--- config.mk ---
export PLATFORM = sky130hd
export DESIGN_NAME = brk_cmp_top
export DESIGN_NICKNAME = d
export VERILOG_FILES = /design/src/rtl/brk_pkg.sv /design/src/rtl/brk_regs.sv /design/src/rtl/brk_match.sv /design/src/rtl/brk_rte_mask.sv /design/src/rtl/brk_cmp_top.sv
export SDC_FILE = /design/constraint.sdc
export NUM_CORES = 1
export LEC_CHECK = 0
export BUFFER_PORTS_ARGS = -buffer_cell sky130_fd_sc_hd__buf_2
export CAP_MARGIN = 25
export CORE_ASPECT_RATIO = 0.9
export CORE_MARGIN = 3
export CORE_UTILIZATION = 38
export CTS_CLUSTER_SIZE = 20
export DETAILED_ROUTE_END_ITERATION = 7
export SLEW_MARGIN = 15
export SYNTH_ARGS = -nofsm -noshare
export SYNTH_HDL_FRONTEND = slang
export SYNTH_HIERARCHICAL = 1
export SYNTH_SLANG_ARGS = --single-unit
--- constraint.sdc ---
create_clock -name clk -period 3.9 [get_ports clk]
set_input_delay 1.17 -clock clk [delete_from_list [all_inputs] [get_ports clk]]
set_output_delay 1.17 -clock clk [all_outputs]
set_load 0.05 [all_outputs]
--- src/rtl/brk_pkg.sv ---
package brk_pkg;
  localparam int ADDR_W = 16;
  localparam int DATA_W = 16;
  localparam int LANE_W = 8;

  localparam logic [1:0] KIND_EXEC  = 2'b00;
  localparam logic [1:0] KIND_READ  = 2'b01;
  localparam logic [1:0] KIND_WRITE = 2'b10;
  localparam logic [1:0] KIND_IDLE  = 2'b11;

  localparam logic [1:0] RSEL_CTRL = 2'd0;
  localparam logic [1:0] RSEL_ADDR = 2'd1;
  localparam logic [1:0] RSEL_DATA = 2'd2;
  localparam logic [1:0] RSEL_STAT = 2'd3;

  typedef struct packed {
    logic       rte_en;
    logic [1:0] cond;
    logic [2:0] amode;
    logic [1:0] dmode;
  } ctrl_t;

  localparam logic [7:0] CTRL_RST = 8'h80;
endpackage

--- src/rtl/brk_regs.sv ---
module brk_regs
  import brk_pkg::*;
#(
  parameter int AW = ADDR_W,
  parameter int DW = DATA_W
) (
  input  logic          clk,
  input  logic          rst_n,
  input  logic          wr_en,
  input  logic [1:0]    sel,
  input  logic [DW-1:0] wdata,
  input  logic          hit,
  output ctrl_t         ctrl,
  output logic [AW-1:0] bar,
  output logic [DW-1:0] bdr,
  output logic          flag,
  output logic [DW-1:0] rdata
);
  logic clr_wr;
  assign clr_wr = wr_en && (sel == RSEL_STAT) && !wdata[0];

  always_ff @(posedge clk) begin
    if (!rst_n) begin
      ctrl <= ctrl_t'(CTRL_RST);
      bar  <= '0;
      bdr  <= '0;
    end else if (wr_en) begin
      case (sel)
        RSEL_CTRL: ctrl <= ctrl_t'(wdata[7:0]);
        RSEL_ADDR: bar  <= wdata[AW-1:0];
        RSEL_DATA: bdr  <= wdata;
        default: ;
      endcase
    end
  end

  // set has priority over a software clear
  always_ff @(posedge clk) begin
    if (!rst_n)      flag <= 1'b0;
    else if (hit)    flag <= 1'b1;
    else if (clr_wr) flag <= 1'b0;
  end

  always_comb begin
    rdata = '0;
    case (sel)
      RSEL_CTRL: rdata[7:0]    = ctrl;
      RSEL_ADDR: rdata[AW-1:0] = bar;
      RSEL_DATA: rdata         = bdr;
      default:   rdata[0]      = flag;
    endcase
  end

  p_hit_sets_flag_r7: assert property (@(posedge clk) disable iff (!rst_n)
    hit |=> flag);
  p_flag_sticky_r8: assert property (@(posedge clk) disable iff (!rst_n)
    (flag && !clr_wr) |=> flag);
endmodule

--- src/rtl/brk_match.sv ---
module brk_match
  import brk_pkg::*;
#(
  parameter int AW = ADDR_W,
  parameter int DW = DATA_W,
  parameter int LW = LANE_W
) (
  input  logic          clk,
  input  logic          rst_n,
  input  ctrl_t         ctrl,
  input  logic [AW-1:0] bar,
  input  logic [DW-1:0] bdr,
  input  logic          bus_valid,
  input  logic [1:0]    bus_kind,
  input  logic [AW-1:0] bus_addr,
  input  logic          bus_word,
  input  logic [DW-1:0] bus_data,
  output logic          hit
);
  localparam int NIB = AW / 4;

  logic           kind_ok, addr_ok, data_ok;
  logic [NIB-1:0] nib_ok;
  logic           hi_drv, lo_drv, hi_eq, lo_eq;

  always_comb begin
    case (ctrl.cond)
      2'b00:   kind_ok = (bus_kind == KIND_EXEC);
      2'b01:   kind_ok = (bus_kind == KIND_READ);
      2'b10:   kind_ok = (bus_kind == KIND_WRITE);
      default: kind_ok = (bus_kind == KIND_READ) || (bus_kind == KIND_WRITE);
    endcase
  end

  // nibble g is ignored when it lies below the mode's cut
  for (genvar g = 0; g < NIB; g++) begin : g_nib
    assign nib_ok[g] = (32'(g) < 32'(ctrl.amode)) ||
                       (bus_addr[4*g +: 4] == bar[4*g +: 4]);
  end
  assign addr_ok = !ctrl.amode[2] && (&nib_ok);

  assign hi_drv = bus_word || !bus_addr[0];
  assign lo_drv = bus_word ||  bus_addr[0];
  assign hi_eq  = (bus_data[DW-1 -: LW] == bdr[DW-1 -: LW]);
  assign lo_eq  = (bus_data[LW-1:0] == bdr[LW-1:0]);

  always_comb begin
    case (ctrl.dmode)
      2'b00:   data_ok = 1'b1;
      2'b01:   data_ok = lo_drv && lo_eq;
      2'b10:   data_ok = hi_drv && hi_eq;
      default: data_ok = hi_drv && lo_drv && hi_eq && lo_eq;
    endcase
  end

  assign hit = bus_valid && kind_ok && addr_ok && data_ok;

  p_reserved_no_hit_r4: assert property (@(posedge clk) disable iff (!rst_n)
    ctrl.amode[2] |-> !hit);
  p_byte_full_no_hit_r6: assert property (@(posedge clk) disable iff (!rst_n)
    (!bus_word && ctrl.dmode == 2'b11) |-> !hit);
  p_idle_no_hit_r2: assert property (@(posedge clk) disable iff (!rst_n)
    (bus_kind == KIND_IDLE || !bus_valid) |-> !hit);
endmodule

--- src/rtl/brk_rte_mask.sv ---
module brk_rte_mask (
  input  logic clk,
  input  logic rst_n,
  input  logic rte_en,
  input  logic rte_done,
  input  logic insn_done,
  output logic mask
);
  always_ff @(posedge clk) begin
    if (!rst_n)                   mask <= 1'b0;
    else if (rte_done && !rte_en) mask <= 1'b1;
    else if (insn_done)           mask <= 1'b0;
  end

  p_mask_set_r10: assert property (@(posedge clk) disable iff (!rst_n)
    (rte_done && !rte_en) |=> mask);
  p_mask_hold_r10: assert property (@(posedge clk) disable iff (!rst_n)
    (mask && !insn_done) |=> mask);
  p_no_mask_r11: assert property (@(posedge clk) disable iff (!rst_n)
    (!mask && rte_en) |=> !mask);
endmodule

--- src/rtl/brk_cmp_top.sv ---
module brk_cmp_top
  import brk_pkg::*;
#(
  parameter int AW = ADDR_W,
  parameter int DW = DATA_W
) (
  input  logic          clk,
  input  logic          rst_n,
  input  logic          reg_wr,
  input  logic [1:0]    reg_sel,
  input  logic [DW-1:0] reg_wdata,
  output logic [DW-1:0] reg_rdata,
  input  logic          bus_valid,
  input  logic [1:0]    bus_kind,
  input  logic [AW-1:0] bus_addr,
  input  logic          bus_word,
  input  logic [DW-1:0] bus_data,
  input  logic          rte_done,
  input  logic          insn_done,
  output logic          brk_flag,
  output logic          brk_irq
);
  ctrl_t         ctrl;
  logic [AW-1:0] bar;
  logic [DW-1:0] bdr;
  logic          hit, mask;

  brk_regs #(.AW(AW), .DW(DW)) u_regs (
    .clk(clk), .rst_n(rst_n), .wr_en(reg_wr), .sel(reg_sel),
    .wdata(reg_wdata), .hit(hit), .ctrl(ctrl), .bar(bar), .bdr(bdr),
    .flag(brk_flag), .rdata(reg_rdata)
  );

  brk_match #(.AW(AW), .DW(DW), .LW(DW/2)) u_match (
    .clk(clk), .rst_n(rst_n), .ctrl(ctrl), .bar(bar), .bdr(bdr),
    .bus_valid(bus_valid), .bus_kind(bus_kind), .bus_addr(bus_addr),
    .bus_word(bus_word), .bus_data(bus_data), .hit(hit)
  );

  brk_rte_mask u_mask (
    .clk(clk), .rst_n(rst_n), .rte_en(ctrl.rte_en),
    .rte_done(rte_done), .insn_done(insn_done), .mask(mask)
  );

  assign brk_irq = brk_flag && !mask;

  p_irq_needs_flag_r9: assert property (@(posedge clk) disable iff (!rst_n)
    brk_irq |-> brk_flag);
endmodule

==> impl_metrics.toml <==
[synthesis]
syn_avg_cell_area_um2 = 9.25
ys_top_cells_by_count = "42 x dfxtp_1, 41 x nand3_1, 39 x a21bo_1, 39 x a21oi_1, 17 x xor2_1"
synth-main-ff-cell = "dfxtp_1"
yosysSeqAreaShare_pct = 31.5
yosysUniqueCellTypes = 39
yosysWarnings = 6
synth_edf_count = 0
synth_seq_cells = 42
syn-cell-area_um2 = 2670
yosys.cell_count.top_type = "dfxtp_1"
ys_async_sr_fraction_pct = 0
synth_area_leaders = "dfxtp_1 31%, a21bo_1 15%, nand3_1 7.7%, a21oi_1 7.3%, xor2_1 5.6%"
yosysTopAreaCell = "dfxtp_1"
synth_nets = 355
synth_top_area_share_pct = 31.5
netlist_instances = 289

[timing]
fin_crit_ns = 3.68
fin_ws_ns = 0.222
worst_pin_slew_ns = 0.979
whs_ns = 0.517
relSlewSlack_pct = 34.7
fin_skew_ns = 0.00385
setup_viol = 0
clock.fmax_mhz = 272
setup_tns_ns = 0
hold_viol = 0
maxSlewViolCount = 0
rsz0062_at_grt = "no"
finalCritPeriodShare_pct = 94.3

[final_layout]
layout-drive-gt1-share_pct = 28.7
fin_util_pct = 47.6
final_cell_area_um2 = 3180
syn_to_final_growth_pct = 19.1
stdcell_count = 446
diodes = 0
nets = 421

[worst_hold_path]
hold_path_depth = 2
hold_path_class = "reg -> reg"

[detailed_routing]
wl_met3_um = 485
ant_nets = 0
top_layer = "met4"
wl_met1_um = 3420
first_pass_iters = 6
vias_per_cell = 5.34
first_iter_violations = 116
dr_total_vias = 2382
wire_per_inst_um = 16.0
drt-total-wl_um = 7150
dr_wl_met2_um = 3200
drc = 0

[clock_tree]
cts-htree-levels = 2
clkTransAtPathRegs_ns = 0.08
cts_tree = "done"
cts_max_path_buffers = 2
cts_hold_buf = 0
cts_resized = 0
cts_setup_buffers = 0
cts-root-buf = "clkbuf_8"
cts_inserted_buffers = 5
clock_sinks = 42
clkLatencyLatePin_ns = 0.29

[power]
leakage_nw = 1.34
ir_worst_vdd_v = 0.000145
p_per_area_nw_per_um2 = 294
power_uw = 934

[setup_path]
cp.arrival_ns = 2.51
crit_chain = "buf_2 -> inv_1 -> ha_1 -> buf_4 -> a222oi_1 -> nor2_1 -> buf_2"
cpMostUsedCell = "buf_2"
cp_slowest_cell = "a222oi_1"
critPathKind = "in -> out"
max_stage_delay_ns = 0.36
startpoint_type = "input pin"
crit_required_ns = 2.73
end_kind = "primary output"
r2r.worst_path.cells = 6
cp_max_fo = 7

[run_status]
status = "finished, final reports clean"

[job]
cap_viol_max_count = 0

[grt]
grt_pass1_vias = 2377
grt_overflow = 0
grt_max_degree = 58
grt_usage_pct = 18.4
grt_first_pass_wirelength_um = 11700
grt_antenna_before_repair = 0

[placement]
place_hpwl_um = 5210
portBuffers = 76
dpl_worst_slack_ns = 0.140
place_inst = 438
place_area_um2 = 3090
gp_congestion = 0.815

[floorplan]
ios = 77
core-area_um2 = 6690
rows = 28
dieWidth_um = 94.4
start_util_pct = 39.9
die_y_um = 85.6
die-area_um2 = 8080
## final cells by class
cell class / instances / area [µm²]
Clock inverter: 1 / 5.00
Timing Repair Buffer: 85 / 473
Fill cell: 665 / 3510
Sequential cell: 42 / 841
Tap cell: 90 / 113
Inverter: 6 / 22.5
Multi-Input combinational cell: 215 / 1640
Clock buffer: 7 / 86.3
## cells by family after synthesis
family,share of synthesized area [%]
AOI/OAI and AO/OA,30.9
and+or+nand+nor,14.2
DFF,31.5
xor gates and xnor gates,11.8
buffers and inverters,7.21
adders and majority gates,3.28
muxes,1.22
## where the power goes
part | switching (mW) | internal [mW]
logic | 0.104 | 0.0815
registers | 0.0144 | 0.443
clock network | 0.149 | 0.143
total | 0.267 | 0.667
## critical path: cells and delay by family
family	cells	cell delay (ns)
AO/OA/AOI/OAI	1	0.36
AND/OR/NAND/NOR	1	0.07
adder cells (fa/ha/maj)	1	0.29
buffers and inverters	4	0.62
## worst paths after layout
path                      start            to  slack (ns)
setup reg to reg  u_regs/bdr[3]   u_regs/flag        1.83
hold reg to reg     u_mask/mask   u_mask/mask        0.52
hold / removal      u_mask/mask   u_mask/mask        0.52
setup / recovery     reg_sel[1]  reg_rdata[2]        0.22
## per-layer routing
layer	vias up	GRT usage [%]
met3	5	3.60
met1	1122	26.8
met2	69	27.6
met4	0	4.99
met5	-	0
li1	1186	-
## sequential cells by signal, summed over array words and instances (netlist names)
signal,flops
u_regs/bar,16
u_regs/bdr,16
u_regs/ctrl,8
u_mask/mask,1
u_regs/flag,1
## placed cells by master (no fill, tap or decap), types with 6 or more instances in the layout
cell,instances
a21bo_1,39
a21oi_1,39
a222oi_1,8
a22oi_1,8
buf_2,76
buf_4,7
clkbuf_8,6
dfxtp_1,42
ha_1,6
nand3_1,41
nor2_1,8
nor2b_1,8
xnor2_1,12
xor2_1,17
(Power assumes the default switching activity.)
